===== src/rtl/acs_pkg.sv =====
// Package: shared configuration layout and pre-sample decoding for the
// accumulation cycle sequencer. Assumes the 8-bit configuration format
// with the code in the two top bits and the sum count below it.
package acs_pkg;

    localparam int CHAN_N    = 4;
    localparam int CODE_W    = 2;
    localparam int SUM_W     = 6;
    localparam int PRE_CNT_W = 7;

    typedef enum logic [1:0] {
        CH_IA = 2'd0,
        CH_VA = 2'd1,
        CH_IB = 2'd2,
        CH_VB = 2'd3
    } chan_e;

    typedef struct packed {
        logic [CODE_W-1:0] pre_code;
        logic [SUM_W-1:0]  sum_cnt;
    } acc_cfg_t;

    // Decode the 2-bit pre-sample code into a frame count.
    function automatic logic [PRE_CNT_W-1:0] pre_count(input logic [CODE_W-1:0] code);
        case (code)
            2'd0:    pre_count = 7'd42;
            2'd1:    pre_count = 7'd50;
            2'd2:    pre_count = 7'd84;
            default: pre_count = 7'd100;
        endcase
    endfunction

endpackage


===== src/rtl/acs_frame_timer.sv =====
// Frame timer: counts tick enables across one multiplexer cycle of
// FRAME_TICKS ticks. It registers a strobe for each sample slot and a
// frame interrupt. It also reports the closing tick combinationally, so
// the accumulation counter can act in the same clock.
// Assumes SLOT_FIRST + (CHAN_N-1)*SLOT_GAP < FRAME_TICKS.
module acs_frame_timer
    import acs_pkg::*;
#(
    parameter int FRAME_TICKS = 13,
    parameter int SLOT_FIRST  = 0,
    parameter int SLOT_GAP    = 1,
    localparam int PH_W = (FRAME_TICKS > 1) ? $clog2(FRAME_TICKS) : 1
) (
    input  logic              clk,
    input  logic              rst_n,
    input  logic              tick_i,
    output logic              frame_end_o,
    output logic [CHAN_N-1:0] smp_stb_o,
    output logic              mux_irq_o
);

    localparam logic [PH_W-1:0] PH_LAST = PH_W'(FRAME_TICKS - 1);

    logic [PH_W-1:0]   phase_q;
    logic [CHAN_N-1:0] slot_hit;
    logic [CHAN_N-1:0] stb_q;
    logic              irq_q;

    // Closing tick of the current frame.
    assign frame_end_o = tick_i && (phase_q == PH_LAST);

    // One slot decoder per channel, placed at its fixed tick offset.
    for (genvar k = 0; k < CHAN_N; k++) begin : g_slot
        localparam logic [PH_W-1:0] SLOT_PH = PH_W'(SLOT_FIRST + k * SLOT_GAP);
        assign slot_hit[k] = tick_i && (phase_q == SLOT_PH);
    end

    // Advance the tick position within the frame, wrapping at the end.
    always_ff @(posedge clk) begin
        if (!rst_n) begin
            phase_q <= '0;
        end else if (tick_i) begin
            phase_q <= (phase_q == PH_LAST) ? '0 : phase_q + PH_W'(1);
        end
    end

    // Register the sample strobes and the frame interrupt.
    always_ff @(posedge clk) begin
        if (!rst_n) begin
            stb_q <= '0;
            irq_q <= 1'b0;
        end else begin
            stb_q <= slot_hit;
            irq_q <= frame_end_o;
        end
    end

    assign smp_stb_o = stb_q;
    assign mux_irq_o = irq_q;

    a_r2_phase_in_frame: assert property (@(posedge clk) disable iff (!rst_n)
        phase_q <= PH_LAST);

    a_r2_mux_one_clock: assert property (@(posedge clk) disable iff (!rst_n)
        irq_q |=> !irq_q);

    a_r3_strobe_onehot: assert property (@(posedge clk) disable iff (!rst_n)
        $onehot0(stb_q));

    a_r4_idle_holds_phase: assert property (@(posedge clk) disable iff (!rst_n)
        !tick_i |=> $stable(phase_q));

    a_r4_idle_no_strobe: assert property (@(posedge clk) disable iff (!rst_n)
        !tick_i |=> (stb_q == '0) && !irq_q);

endmodule


===== src/rtl/acs_accum_counter.sv =====
// Accumulation counter: counts closed frames in two levels. The inner
// level counts up to the decoded pre-sample count; the outer level counts
// up to the sum count, where 0 stands for 64. It latches the configuration
// at reset and at each accumulation boundary, and raises the transfer
// interrupt. Assumes frame_end_i is high for one clock per frame.
module acs_accum_counter
    import acs_pkg::*;
(
    input  logic       clk,
    input  logic       rst_n,
    input  logic [7:0] cfg_i,
    input  logic       frame_end_i,
    output logic       xfer_irq_o
);

    acc_cfg_t             act_cfg_q;
    logic [PRE_CNT_W-1:0] pre_q;
    logic [SUM_W-1:0]     sum_q;
    logic [PRE_CNT_W-1:0] pre_last_val;
    logic [SUM_W-1:0]     sum_last_val;
    logic                 pre_last;
    logic                 sum_last;
    logic                 acc_end;
    logic                 xfer_q;

    // Terminal values for both counter levels; the sum level wraps 0 to 63.
    always_comb begin
        pre_last_val = pre_count(act_cfg_q.pre_code) - PRE_CNT_W'(1);
        sum_last_val = act_cfg_q.sum_cnt - SUM_W'(1);
        pre_last     = (pre_q == pre_last_val);
        sum_last     = (sum_q == sum_last_val);
        acc_end      = frame_end_i && pre_last && sum_last;
    end

    // Load the working configuration only at reset or an accumulation boundary.
    always_ff @(posedge clk) begin
        if (!rst_n || acc_end) begin
            act_cfg_q <= acc_cfg_t'(cfg_i);
        end
    end

    // Two-level frame counters.
    always_ff @(posedge clk) begin
        if (!rst_n) begin
            pre_q <= '0;
            sum_q <= '0;
        end else if (frame_end_i) begin
            if (pre_last) begin
                pre_q <= '0;
                sum_q <= sum_last ? '0 : sum_q + SUM_W'(1);
            end else begin
                pre_q <= pre_q + PRE_CNT_W'(1);
            end
        end
    end

    // Register the transfer interrupt.
    always_ff @(posedge clk) begin
        if (!rst_n) xfer_q <= 1'b0;
        else        xfer_q <= acc_end;
    end

    assign xfer_irq_o = xfer_q;

    a_r5_pre_in_range: assert property (@(posedge clk) disable iff (!rst_n)
        pre_q < pre_count(act_cfg_q.pre_code));

    a_r8_cfg_held: assert property (@(posedge clk) disable iff (!rst_n)
        ($past(rst_n) && !$past(acc_end)) |-> $stable(act_cfg_q));

    a_r6_xfer_one_clock: assert property (@(posedge clk) disable iff (!rst_n)
        xfer_q |=> !xfer_q);

endmodule


===== src/rtl/acs_sequencer.sv =====
// Top level of the accumulation cycle sequencer. It joins the frame timer,
// which handles tick pacing, sample strobes and the frame interrupt, to the
// accumulation counter, which handles frame grouping and the transfer
// interrupt. Assumes tick_i is synchronous to clk, one clock per tick.
module acs_sequencer
    import acs_pkg::*;
#(
    parameter int FRAME_TICKS = 13,
    parameter int SLOT_FIRST  = 0,
    parameter int SLOT_GAP    = 1
) (
    input  logic       clk,
    input  logic       rst_n,
    input  logic       tick_i,
    input  logic [7:0] cfg_i,
    output logic [3:0] smp_stb_o,
    output logic       mux_irq_o,
    output logic       xfer_irq_o
);

    logic frame_end;

    acs_frame_timer #(
        .FRAME_TICKS (FRAME_TICKS),
        .SLOT_FIRST  (SLOT_FIRST),
        .SLOT_GAP    (SLOT_GAP)
    ) u_frame (
        .clk         (clk),
        .rst_n       (rst_n),
        .tick_i      (tick_i),
        .frame_end_o (frame_end),
        .smp_stb_o   (smp_stb_o),
        .mux_irq_o   (mux_irq_o)
    );

    acs_accum_counter u_accum (
        .clk         (clk),
        .rst_n       (rst_n),
        .cfg_i       (cfg_i),
        .frame_end_i (frame_end),
        .xfer_irq_o  (xfer_irq_o)
    );

    a_r7_xfer_with_mux: assert property (@(posedge clk) disable iff (!rst_n)
        xfer_irq_o |-> mux_irq_o);

    a_r1_quiet_after_reset: assert property (@(posedge clk)
        !rst_n |=> (smp_stb_o == 4'd0) && !mux_irq_o && !xfer_irq_o);

endmodule


===== config.mk =====
export PLATFORM = sky130hd
export DESIGN_NAME = acs_sequencer
export DESIGN_NICKNAME = d
export VERILOG_FILES = /design/src/rtl/acs_pkg.sv /design/src/rtl/acs_frame_timer.sv /design/src/rtl/acs_accum_counter.sv /design/src/rtl/acs_sequencer.sv
export SDC_FILE = /design/constraint.sdc
export NUM_CORES = 1
export LEC_CHECK = 0
export ABC_CLOCK_PERIOD_IN_PS = 8150
export BUFFER_PORTS_ARGS = -buffer_cell sky130_fd_sc_hd__clkbuf_2
export CORE_MARGIN = 8
export CORE_UTILIZATION = 45
export DETAILED_ROUTE_END_ITERATION = 16
export HOLD_SLACK_MARGIN = 0.08
export PLACE_DENSITY = 0.69
export SLEW_MARGIN = 5
export SYNTH_ARGS = -nofsm -noshare
export SYNTH_HDL_FRONTEND = slang
export SYNTH_HIERARCHICAL = 1
export SYNTH_SLANG_ARGS = --single-unit
export TNS_END_PERCENT = 10

===== constraint.sdc =====
create_clock -name clk -period 8.15 [get_ports clk]
set_input_delay 2.445 -clock clk [delete_from_list [all_inputs] [get_ports clk]]
set_output_delay 2.445 -clock clk [all_outputs]
set_load 0.02 [all_outputs]

# Word level (Yosys, flattened, before mapping)
# Index checks and enable logic that the tools add are counted.
# classes
n_addsub	5
multipliers	0
div	0
order_cmp	0
eq_ne	8
shifts	0
n_mux	4
bitwise	0
reduce_logical	12
# ops
operator	n
7-bit one-hot mux with 3 select lines	1
4-bit by 2-bit == test with 1-bit output (second input constant)	2
7-bit by 1-bit adder with 7-bit output (second input constant)	1
7-bit == test	1
1-bit logical AND	7
7-bit 2-to-1 mux	1
7-bit by 1-bit subtractor with 7-bit output (second input constant)	1
6-bit by 1-bit adder with 6-bit output (second input constant)	1
6-bit == test	1
6-bit 2-to-1 mux	1
6-bit by 1-bit subtractor with 6-bit output (second input constant)	1
4-bit by 1-bit adder with 4-bit output (second input constant)	1
4-bit by 1-bit == test with 1-bit output (second input constant)	1
4-bit == test (second input constant)	1
4-bit logical NOT	1
4-bit 2-to-1 mux	1
2-bit by 1-bit == test with 1-bit output (second input constant)	1
2-bit == test (second input constant)	1
2-bit logical NOT	1
2-bit AND reduction	1
1-bit logical NOT	1
1-bit logical OR	1
# word_totals
register_bits	31
latchBits	0
mem_bits_rw	0
romBits	0
inputBits	11
output_inout_bits	6
wordCells	37
mem_count	0

# Depth between registers and ports, before layout
# Gate-level depths: netlist (run 1).
# depth
word_depth	7
mapped_depth	8
depth_no_buf	7

# By module
# The synthesis (run 1) kept the hierarchy.
# by_module_without_submodules
mod	n_inst	cells_per_inst	area_per_inst_um2	seq_area_each_um2
acs_accum_counter	1	133	1305.0	520.5
acs_frame_timer	1	37	399.1	180.2

# Worst setup path after synthesis (run 1)
# Ideal clock, no wire load.
# synth_path
path_kind	input to register
startpoint	in tick_i
endpoint	reg u_accum/act_cfg_q[0] (netlist name) (enable)
setup_time_ns	0.334
t_arrival_ns	3.723
required_ns	7.816
slack_ns	4.092
cell_stages	5
n_path_buf	0
cell_sequence	and4_2 -> nand3_1 -> a2111oi_4 -> nor4bb_1 -> nand2b_1
# synth_via
elab_chain_cells	4
# synth_rtl
item	line_no	text
start: declaration	acs_sequencer.sv:14	input logic tick_i,
1-bit logical AND	acs_frame_timer.sv:30	assign frame_end_o = tick_i && (phase_q == PH_LAST);
1-bit logical AND (2 in series)	acs_accum_counter.sv:32	acc_end = frame_end_i && pre_last && sum_last;
1-bit logical OR	acs_accum_counter.sv:37	if (!rst_n || acc_end) begin
end signal: assignment	acs_accum_counter.sv:38	act_cfg_q <= acc_cfg_t'(cfg_i);
end: declaration	acs_accum_counter.sv:16	acc_cfg_t act_cfg_q;
# Every way passes these cells.
# A chain may end at the register's enable or synchronous reset.

# Worst setup path in the final report (run 1)
# layout_path
startpoint	in tick_i
endpoint	reg u_accum/act_cfg_q[4] (netlist name) (enable)
# layout_via
elab_chain_cells	4
# layout_rtl
item	line_no	text
1-bit logical AND	acs_frame_timer.sv:30	
net frame_end	acs_sequencer.sv:21	logic frame_end;
1-bit logical AND (2 in series)	acs_accum_counter.sv:32	
1-bit logical OR	acs_accum_counter.sv:37	
# The timed path passes the listed nets, and every way through them passes these cells.

==> impl_metrics.py, run 1 <==
metrics = {
    "critical_path": {
        "cp_top_family": "simple AND/OR/NAND/NOR gates",
        "endpoint_kind": "register",
        "slowest_stage": "a2111oi_4",
        "crit_buf_inv": 1,
        "worstPathRequired_ns": 8.08,
        "r2r_slack_ns": 5.14,
        "slowest_delay_ns": 0.40,
        "worstReg2RegStart": "u_accum/act_cfg_q[6]",
        "cp_max_fo": 8,
        "critPathLaunchType": "primary input",
        "r2r-end": "u_accum/act_cfg_q[4]",
        "cp_cell_sequence": "clkbuf_2, and4_2, nand3_1, a2111oi_4, nor4bb_1, nand2b_1",
        "worstPathArrival_ns": 4.15,
        "worstRegToRegCells": 7,
        "worstSetupPathType": "in2reg",
    },
    "cts": {
        "clk_pin_slew_ns": 0.06,
        "cts_resized": 0,
        "cts_sinks": 31,
        "clkLatencyLatePin_ns": 0.27,
        "cts_buffers": 5,
        "ctsHoldBuffers": 0,
        "clock_path_buffers": 2,
        "htree_levels": 2,
        "cts_setup_buffers": 0,
        "cts_root_buf": "clkbuf_8",
        "cts_tree": "yes",
    },
    "synth": {
        "synth-seq-cells": 31,
        "synth-compound-area-share": 0.1366,
        "avgSynthCellArea_sq_um": 10.02,
        "synth_top_family_by_area": "simple AND/OR/NAND/NOR gates",
        "yosysSeqAreaShare": 0.4112,
        "synth-adder-area-share": 0.09545,
        "synth_edf_count": 8,
        "synth_area_sq_um": 1704,
        "synthXorXnorAreaFrac": 0.08223,
        "ys_types": 43,
        "syn_nets": 194,
        "synthCells": 170,
        "yosysWarnings": 6,
        "async_flop_share": 0,
        "synthMuxAreaShare": 0.01248,
        "synthSimpleGateAreaFrac": 0.2247,
        "synthFlopType": "dfxtp_1",
    },
    "routing": {
        "drt_iter0_drc": 111,
        "ant_nets": 0,
        "viasPerCell": 5.443,
        "drt_first_pass_iters": 4,
        "post-route-drc-count": 0,
        "vias": 1290,
        "wl_per_cell_microns": 13.58,
        "drt-total-wl_microns": 3219,
    },
    "outcome": {
        "status": "finished, final reports clean",
    },
    "layout": {
        "layout-drive-gt1-share": 0.1587,
        "antenna_cells": 0,
        "stdcell_area_sq_um": 1919,
        "nets": 213,
        "fin_util": 0.5243,
        "syn_to_final_growth_pct": 12.63,
    },
    "place": {
        "place_hpwl_microns": 2431,
        "numPortBuffers": 16,
        "placed_area_sq_um": 1822,
        "place_congestion": 0.8538,
        "place_worst_setup_slack_ns": 3.616,
    },
    "timing": {
        "max_slew_margin": 0.6204,
        "clock.fmax_mhz": 237.2,
        "fin_worst_skew_ns": 0.005914,
        "hold_ws_ns": 0.5410,
        "fin_crit_ns": 4.215,
        "rsz0062_at_grt": "false",
        "setup_tns_ns": 0,
        "setup_ws_ns": 3.935,
        "hold_viol_final": 0,
        "fin_crit_sh": 0.5172,
        "worst_slew_pin_slew_ns": 0.5653,
        "setup_violations": 0,
        "maxSlewViolCount": 0,
    },
    "global_routing": {
        "track_usage": 0.1111,
        "grt_pass1_vias": 1309,
        "grt_pass1_wl_microns": 5554,
        "grt-ovfl-total": 0,
        "grt_start_max_net_pins": 33,
        "antenna_found_initial": 0,
    },
    "power": {
        "leakage_nw": 0.8073,
        "ir_drop_mv": 0.1190,
        "powerDensity_nw_per_um2": 171.4,
    },
    "hold_path": {
        "worstHoldStart": "u_accum/sum_q[1]",
        "min_path_cells": 2,
        "hp-class": "reg2reg",
        "min_to": "u_accum/sum_q[1]",
    },
    "floorplan": {
        "die_h_microns": 77.54,
        "die-area_sq_um": 6012,
        "row_count": 22,
        "initial_utilization": 0.4655,
        "die-width_microns": 77.54,
        "io_pins": 17,
        "coreArea_sq_um": 3661,
    },
    "job": {
        "cap_violations": 0,
    },
}
## metrics by stage
step	power, W	instances
detailed placement	0.0002048	230
floorplan	0.0001946	170
global placement	0.0002021	230
finish	0.0003289	237
global route	0.0003438	237
CTS	0.0003325	237
## final cells by class
cell class	instances	area (sq um)
fill	345	1742
multi-input combinational	124	939.7
sequential	31	700.7
clock buffer	7	97.59
timing repair buffer	16	80.08
tap	48	60.06
inverter	11	41.29
## worst max-delay path by stage
stage | slack (ns) | start | depth (start not counted) | end
CTS | 3.91 | tick_i | 6 | u_accum/act_cfg_q[2]
global route | 3.81 | tick_i | 6 | u_accum/act_cfg_q[2]
detailed placement | 3.62 | tick_i | 6 | u_accum/act_cfg_q[4]
finish | 3.93 | tick_i | 6 | u_accum/act_cfg_q[4]
floorplan | 4.09 | tick_i | 5 | u_accum/act_cfg_q[0]
global placement | 3.73 | tick_i | 6 | u_accum/act_cfg_q[5]
## report_power, final
part           total (W)  internal [W]  switching, W
registers       0.000168      0.000163    0.00000476
logic          0.0000337     0.0000138     0.0000199
clock network   0.000127     0.0000770     0.0000504
## logic make-up (layout without fill, tap and decap cells)
kind of cell / count (synthesis) / count (layout)
compound gates: 27 / 27
simple gates: 66 / 66
flops: 31 / 31
xor+xnor: 16 / 16
mux: 2 / 2
buf+inv: 15 / 34
fa+ha+maj: 13 / 13
## sequential cells by signal, indices dropped and copies added, names as in the netlist
name,cells
u_accum/act_cfg_q,8
u_frame/mux_irq_o,1
u_frame/smp_stb_o,4
u_frame/phase_q,4
u_accum/sum_q,6
u_accum/xfer_irq_o,1
u_accum/pre_q,7
## cells in the final DEF, fill, tap and decap left out, types with 5 or more instances in the layout
master     Yosys  routed
o2111ai_1      5       5
xor2_1         6       6
xnor2_1       10      10
and2_1         8       8
edfxtp_1       8       8
nand2_1       14      14
clkbuf_2       0      16
nand3_1        8       8
clkbuf_8       0       5
and3_1         6       6
inv_1         10      10
ha_1          13      13
nor2_1         9       9
dfxtp_1       23      23
## cell usage after synthesis (all sizes together) (3+ instances only)
library cell	number	area [sq um]
a21oi	4	20.02
and2	8	50.05
and3	6	37.54
clkbuf	3	11.26
dfxtp	23	460.4
edfxtp	8	240.2
ha	13	162.7
inv	11	41.29
nand2	14	52.55
nand2b	4	25.02
nand3	8	40.04
nand4	4	25.02
nor2	9	33.78
nor3b	4	30.03
o2111ai	5	43.79
o221ai	3	26.28
xnor2	10	87.58
xor2	6	52.55
## metal layers
| metal | global-route usage | share of wire | wire length [microns] |
|---|---|---|---|
| met5 | 0 | 0 | 0 |
| met4 | 0.05283 | 0.0084 | 27 |
| met3 | 0.04263 | 0.054 | 173 |
| met2 | 0.1794 | 0.48 | 1554 |
| met1 | 0.1265 | 0.45 | 1463 |
## worst min-delay path: cells and delay by family, from the launching register on
| family | cells | cell delay (ns) |
|---|---|---|
| AOI/OAI and AO/OA | 1 | 0.07 |
| DFF | 1 | 0.35 |
| and+or+nand+nor | 1 | 0.08 |
Power figures use the tool's default switching activity.
==> run 2, diff against run 1 <==
--- a/config.mk
+++ b/config.mk
@@ -5,7 +5,8 @@
 export SDC_FILE = /design/constraint.sdc
 export NUM_CORES = 1
 export LEC_CHECK = 0
-export ABC_CLOCK_PERIOD_IN_PS = 8150
+export ABC_AREA = 1
+export ABC_CLOCK_PERIOD_IN_PS = 4200
 export BUFFER_PORTS_ARGS = -buffer_cell sky130_fd_sc_hd__clkbuf_2
 export CORE_MARGIN = 8
 export CORE_UTILIZATION = 45
==> constraint.sdc (replaced) <==
create_clock -name clk -period 4.2 [get_ports clk]
set_input_delay 1.26 -clock clk [delete_from_list [all_inputs] [get_ports clk]]
set_output_delay 1.26 -clock clk [all_outputs]
set_load 0.02 [all_outputs]
==> run 2 against run 1 <==
Compared with the run above:
- die area up 3.6%
- flip-flop and latch count unchanged
- sequential power up 93%
- via count grew 16%
- clock power up 76%
- first-iteration DRC count fell by 37%
- combinational power is 120% higher
- total power is 89% higher
- clock skew fell by 0.00074 ns
- register-to-register slack worse by 3.2 ns
- critical path depth up 5
- utilization is 1.1 points lower
==> impl_metrics.py, run 2 <==
metrics = {
    "outcome": {
        "status": "finished, final reports clean",
    },
    "routing": {
        "drt_first_pass_iters": 4,
        "viasPerCell": 4.686,
        "drt-total-wl_microns": 3197,
        "drt_iter0_drc": 70,
        "post-route-drc-count": 0,
        "vias": 1490,
        "ant_nets": 0,
        "wl_per_cell_microns": 10.05,
    },
    "critical_path": {
        "worstReg2RegStart": "u_frame/phase_q[0]",
        "endpoint_kind": "register",
        "worstPathArrival_ns": 2.74,
        "cp_max_fo": 14,
        "cp_cell_sequence": "clkbuf_2, nand2_2, nor2_2, nand2_2, a21oi_2, nand2_1, nor2_2, nand3_2, nor2_4, nand3_4, nand2_4",
        "r2r_slack_ns": 1.94,
        "critPathLaunchType": "primary input",
        "worstSetupPathType": "in2reg",
        "worst-path-stages": 11,
        "worstRegToRegCells": 12,
        "worstPathRequired_ns": 4.18,
        "crit_buf_inv": 1,
        "r2r-end": "u_accum/act_cfg_q[1]",
        "slowest_stage": "nor2_2",
        "cp_top_family": "simple AND/OR/NAND/NOR gates",
        "slowest_delay_ns": 0.27,
    },
    "synth": {
        "yosysSeqAreaShare": 0.3933,
        "syn_nets": 268,
        "ys_types": 25,
        "synthTopCellsByArea": "dfxtp_1 (26%), edfxtp_1 (13%), nand2_1 (13%)",
        "yosysMostFrequentCell": "nand2_1",
        "synthFlopType": "dfxtp_1",
        "ys_top_cells_by_count": "nand2_1 (64), inv_1 (43), nor2_1 (30)",
        "synth_edf_count": 8,
        "avgSynthCellArea_sq_um": 7.302,
        "synth_top_area_cell": "dfxtp_1",
        "yosysWarnings": 6,
        "synth_area_sq_um": 1782,
        "synthCells": 244,
        "synth_top_area_frac": 0.2584,
        "async_flop_share": 0,
        "synth-seq-cells": 31,
    },
    "cts": {
        "htree_levels": 2,
        "clock_path_buffers": 2,
        "cts_sinks": 31,
        "cts_tree": "yes",
        "clk_pin_slew_ns": 0.06,
        "cts_root_buf": "clkbuf_8",
        "ctsHoldBuffers": 0,
        "cts_buffers": 5,
        "cts_setup_buffers": 0,
        "clkLatencyLatePin_ns": 0.28,
        "cts_resized": 0,
    },
    "timing": {
        "hold_ws_ns": 0.5129,
        "setup_tns_ns": 0,
        "fin_crit_sh": 0.6575,
        "rsz0062_at_grt": "false",
        "max_slew_margin": 0.7456,
        "maxSlewViolCount": 0,
        "fin_worst_skew_ns": 0.005174,
        "worst_slew_pin_slew_ns": 0.3786,
        "fin_crit_ns": 2.761,
        "clock.fmax_mhz": 362.1,
        "setup_violations": 0,
        "hold_viol_final": 0,
    },
    "place": {
        "numPortBuffers": 16,
        "place_hpwl_microns": 2506,
        "place_congestion": 0.7598,
        "placed_area_sq_um": 1924,
    },
    "layout": {
        "final-seq-area_sq_um": 700.7,
        "antenna_cells": 0,
        "largest_reg_flops": 8,
        "reg.largest.list": "u_accum/act_cfg_q: 8 flops, u_accum/pre_q: 7 flops, u_accum/sum_q: 6 flops",
        "final_cell_mix": "nand2_1 (64), inv_1 (43), nor2_1 (30)",
        "multi_input_area_sq_um": 919.6,
        "syn_to_final_growth_pct": 12.71,
        "n_fill_cell": 415,
        "layout_commonest_cell": "nand2_1",
        "stdcell_area_sq_um": 2008,
        "nets": 291,
        "layout-drive-gt1-share": 0.1418,
        "regMostFlops": "u_accum/act_cfg_q",
    },
    "floorplan": {
        "coreArea_sq_um": 3914,
        "die-width_microns": 78.93,
        "initial_utilization": 0.4552,
        "die-area_sq_um": 6229,
        "row_count": 23,
        "die_h_microns": 78.93,
        "io_pins": 17,
    },
    "power": {
        "p_total_w": 0.0006220,
        "powerDensity_nw_per_um2": 309.7,
        "leakage_nw": 0.9772,
        "ir_drop_mv": 0.2854,
    },
    "global_routing": {
        "track_usage": 0.1111,
        "grt_pass1_wl_microns": 5664,
        "grt_start_max_net_pins": 15,
        "grt-ovfl-total": 0,
        "grt_pass1_vias": 1356,
        "antenna_found_initial": 0,
    },
    "job": {
        "cap_violations": 0,
    },
    "hold_path": {
        "min_path_cells": 2,
        "min_to": "u_frame/mux_irq_o",
        "hp-class": "reg2reg",
        "worstHoldStart": "u_frame/phase_q[3]",
    },
}
[run 2: cell types whose count changed in the layout (fill, tap and decap cells not counted), moves of 5 or more]
cell	previous run	this run
inv_1	10	43
and3_1	6	0
nand2_1	14	64
xnor2_1	10	2
nor3_1	1	7
nor2_1	9	30
o2111ai_1	5	0
and2_1	8	0
nand3_1	8	22
[run 2: logic make-up (layout without fill, tap and decap cells)]
family / Yosys count / in the layout / synth area share
compound gates: 8 / 8 / 0.02457
xor+xnor: 6 / 6 / 0.02949
fa+ha+maj: 13 / 13 / 0.09129
buf+inv: 43 / 67 / 0.09059
flops: 31 / 31 / 0.3933
mux: 1 / 1 / 0.005618
simple gates: 142 / 142 / 0.3652
[run 2: worst max path at each step]
stage / start / end / slack, ns
after floorplan: tick_i / u_accum/act_cfg_q[0] / 1.52
after global placement: tick_i / u_accum/act_cfg_q[2] / 1.18
after detailed placement: tick_i / u_accum/act_cfg_q[2] / 1.13
after CTS: tick_i / u_accum/act_cfg_q[2] / 1.43
after global routing: tick_i / u_accum/act_cfg_q[2] / 1.25
final: tick_i / u_accum/act_cfg_q[1] / 1.44
[run 2: per-stage QoR]
stage          cells    util  worst slack (ns)
2_1_floorplan    244       -             1.522
3_3_place_gp     310  0.4917             1.184
3_5_place_dp     310  0.4917             1.134
4_1_cts          318  0.5131             1.429
5_1_grt          318  0.5131             1.254
6_report         318  0.5131             1.439
[run 2: layer usage]
layer | up-vias | routed length (microns) | global-route usage
li1 | 804 | - | -
met5 | - | 0 | 0
met4 | 0 | 48 | 0.05556
met3 | 5 | 154 | 0.04063
met2 | 22 | 1439 | 0.1748
met1 | 659 | 1554 | 0.1305
[run 2: power breakdown]
group / internal, W / leakage (nW) / total [W] / switching, W
registers: 0.000317 / 0.264 / 0.000325 / 0.00000817
logic: 0.0000275 / 0.665 / 0.0000738 / 0.0000463
clock network: 0.000113 / 0.0477 / 0.000223 / 0.000110
[run 2: tightest hold or removal path, stage by stage, from the launching register on]
cell and delay (ns):
dfxtp_1 0.32, nand2_1 0.09, nor3_1 0.06
[run 2: final cells by class]
class / count / share of cell area
tap: 50 / 0.03115
clock buffer: 5 / 0.03427
clock inverter: 3 / 0.007477
sequential: 31 / 0.3489
inverter: 43 / 0.08037
timing repair buffer: 16 / 0.03988
multi-input combinational: 170 / 0.4579
==> run 3, diff against run 2 <==
--- a/config.mk
+++ b/config.mk
@@ -6,13 +6,13 @@
 export NUM_CORES = 1
 export LEC_CHECK = 0
 export ABC_AREA = 1
-export ABC_CLOCK_PERIOD_IN_PS = 4200
+export ABC_CLOCK_PERIOD_IN_PS = 2510
 export BUFFER_PORTS_ARGS = -buffer_cell sky130_fd_sc_hd__clkbuf_2
 export CORE_MARGIN = 8
 export CORE_UTILIZATION = 45
 export DETAILED_ROUTE_END_ITERATION = 16
 export HOLD_SLACK_MARGIN = 0.08
-export PLACE_DENSITY = 0.69
+export PLACE_DENSITY = 0.72
 export SLEW_MARGIN = 5
 export SYNTH_ARGS = -nofsm -noshare
 export SYNTH_HDL_FRONTEND = slang
==> constraint.sdc (replaced) <==
create_clock -name clk -period 2.51 [get_ports clk]
set_input_delay 0.753 -clock clk [delete_from_list [all_inputs] [get_ports clk]]
set_output_delay 0.753 -clock clk [all_outputs]
set_load 0.02 [all_outputs]
==> run 3 against run 2 <==
Compared with the run above:
- clock power rose by 91%
- utilization rose by 0.90 points
- highest routed layer unchanged
- combinational power rose by 69%
- routed wire length rose by 3.4%
- clock skew fell by 0.00094 ns
- largest cell class unchanged
- global-route usage rose by 0.25 points
- critical path depth rose by 2
- flip-flop and latch count did not move
- cell area rose by 1.7%
==> impl_metrics.py, run 3 (same netlist as run 2, synthesis figures left out) <==
metrics = {
    "place": {
        "place_worst_setup_slack_ns": 0.2795,
        "place_congestion": 0.8393,
        "place_hpwl_microns": 2528,
        "placed_area_sq_um": 1939,
        "numPortBuffers": 16,
    },
    "job": {
        "cap_violations": 0,
    },
    "floorplan": {
        "io_pins": 17,
        "coreArea_sq_um": 3914,
        "initial_utilization": 0.4552,
        "die-area_sq_um": 6229,
        "die-width_microns": 78.93,
        "die_h_microns": 78.93,
        "row_count": 23,
    },
    "routing": {
        "drt_first_pass_iters": 4,
        "ant_nets": 0,
        "viasPerCell": 4.675,
        "post-route-drc-count": 0,
        "drt_iter0_drc": 74,
        "drt-total-wl_microns": 3305,
        "wl_per_cell_microns": 10.33,
        "vias": 1496,
    },
    "cts": {
        "cts_buffers": 5,
        "clkLatencyLatePin_ns": 0.27,
        "cts_resized": 0,
        "clk_pin_slew_ns": 0.07,
        "cts_root_buf": "clkbuf_8",
        "clock_path_buffers": 2,
        "ctsHoldBuffers": 0,
        "cts_sinks": 31,
        "cts_tree": "yes",
        "htree_levels": 2,
        "cts_setup_buffers": 0,
    },
    "outcome": {
        "status": "finished, final reports clean",
    },
    "layout": {
        "layout_commonest_cell": "nand2_1",
        "reg.largest.list": "u_accum/act_cfg_q: 8 flops, u_accum/pre_q: 7 flops, u_accum/sum_q: 6 flops",
        "antenna_cells": 0,
        "syn_to_final_growth_pct": 14.68,
        "largest_reg_flops": 8,
        "final_cell_mix": "nand2_1 (64), inv_1 (43), nor2_1 (30)",
        "stdcell_area_sq_um": 2043,
        "nets": 293,
        "fin_util": 0.5221,
        "layout-drive-gt1-share": 0.1481,
        "regMostFlops": "u_accum/act_cfg_q",
    },
    "global_routing": {
        "track_usage": 0.1136,
        "grt-ovfl-total": 0,
        "grt_start_max_net_pins": 15,
        "antenna_found_initial": 0,
        "grt_pass1_vias": 1419,
        "grt_pass1_wl_microns": 5720,
    },
    "critical_path": {
        "r2r-end": "u_accum/pre_q[3]",
        "worstReg2RegStart": "u_accum/act_cfg_q[6]",
        "worstPathArrival_ns": 2.32,
        "r2r_slack_ns": 0.41,
        "endpoint_kind": "register",
        "crit_end": "u_accum/pre_q[3]",
        "worstRegToRegCells": 13,
        "worstPathRequired_ns": 2.73,
        "worstSetupPathType": "reg2reg",
        "setup.worst_path.start": "u_accum/act_cfg_q[6]",
        "cp_max_fo": 7,
        "critPathLaunchType": "register",
    },
    "timing": {
        "setup_ws_ns": 0.4065,
        "fin_crit_ns": 2.103,
        "hold_viol_final": 0,
        "clock.fmax_mhz": 475.4,
        "worst_slew_pin_slew_ns": 0.3480,
        "setup_tns_ns": 0,
        "fin_crit_sh": 0.8380,
        "rsz0062_at_grt": "false",
        "maxSlewViolCount": 0,
        "fin_worst_skew_ns": 0.004233,
        "max_slew_margin": 0.7671,
        "setup_violations": 0,
    },
    "hold_path": {
        "hp-class": "reg2reg",
    },
    "power": {
        "combPwrFrac": 0.115,
        "p_total_w": 0.001094,
        "p_sw_frac": 0.2460,
        "p_int_w": 0.0008250,
        "p_clk_frac": 0.389,
        "ir_drop_mv": 0.4023,
        "seq_power_share": 0.497,
        "leakage_nw": 0.9909,
        "powerDensity_nw_per_um2": 535.5,
        "p_sw_w": 0.0002691,
    },
}
-- run 3: cell types whose count changed in the layout (fill, tap and decap cells not counted), sizes merged --
cell      before  now
clkinv         3    0
buf            0    2
clkbuf        21   23
clkinvlp       0    1
-- run 3: worst min path at each step --
stage	from	endpoint	slack [ns]	cells past startpoint
finish	u_frame/phase_q[3]	u_frame/mux_irq_o	0.51	2
CTS	u_frame/phase_q[3]	u_frame/mux_irq_o	0.51	2
global route	u_frame/phase_q[3]	u_frame/mux_irq_o	0.53	2
global placement	u_frame/phase_q[3]	u_frame/mux_irq_o	0.50	2
floorplan	u_frame/phase_q[3]	u_frame/mux_irq_o	0.47	2
detailed placement	u_frame/phase_q[3]	u_frame/mux_irq_o	0.50	2
-- run 3: critical path, stage by stage, from the launching register on --
cell and delay, ns:
edfxtp_1 0.44, inv_1 0.14, ha_1 0.23, inv_1 0.10
nor2_1 0.09, nand3_1 0.09, nand2_1 0.07, nand2_1 0.04
nand2_1 0.13, nor2_4 0.07, buf_4 0.16, nor2_1 0.28
nand3_1 0.12, inv_1 0.07
-- run 3: power by group through the flow --
stage	registers (W)	logic [W]	clock network, W
after floorplan	0.000554	0.0000906	0
final	0.000543	0.000125	0.000425
after global placement	0.000554	0.000123	0
after CTS	0.000543	0.000126	0.000445
after detailed placement	0.000554	0.000124	0
after global routing	0.000546	0.000144	0.000472
-- run 3: through the flow --
stage / cells / hold slack (ns)
6_report: 320 / 0.5095
5_1_grt: 320 / 0.5268
4_1_cts: 320 / 0.5135
3_5_place_dp: 312 / 0.5039
2_1_floorplan: 244 / 0.4711
3_3_place_gp: 312 / 0.5032
-- run 3: area by class of cell --
class | instances | area (sq um)
Inverter | 43 | 161.4
Tap cell | 50 | 62.56
Sequential cell | 31 | 700.7
Multi-Input combinational cell | 170 | 919.6
Timing Repair Buffer | 18 | 95.09
Clock inverter | 1 | 7.507
Clock buffer | 7 | 96.34
Fill cell | 399 | 1871
-- run 3: metal layers --
metal,track usage,part of all wire,up-vias,wire (microns)
li1,-,-,801,-
met3,0.04853,0.052,4,171
met5,0,0,-,0
met4,0.05185,0.0091,0,30
met2,0.1790,0.46,29,1506
met1,0.1310,0.48,662,1596
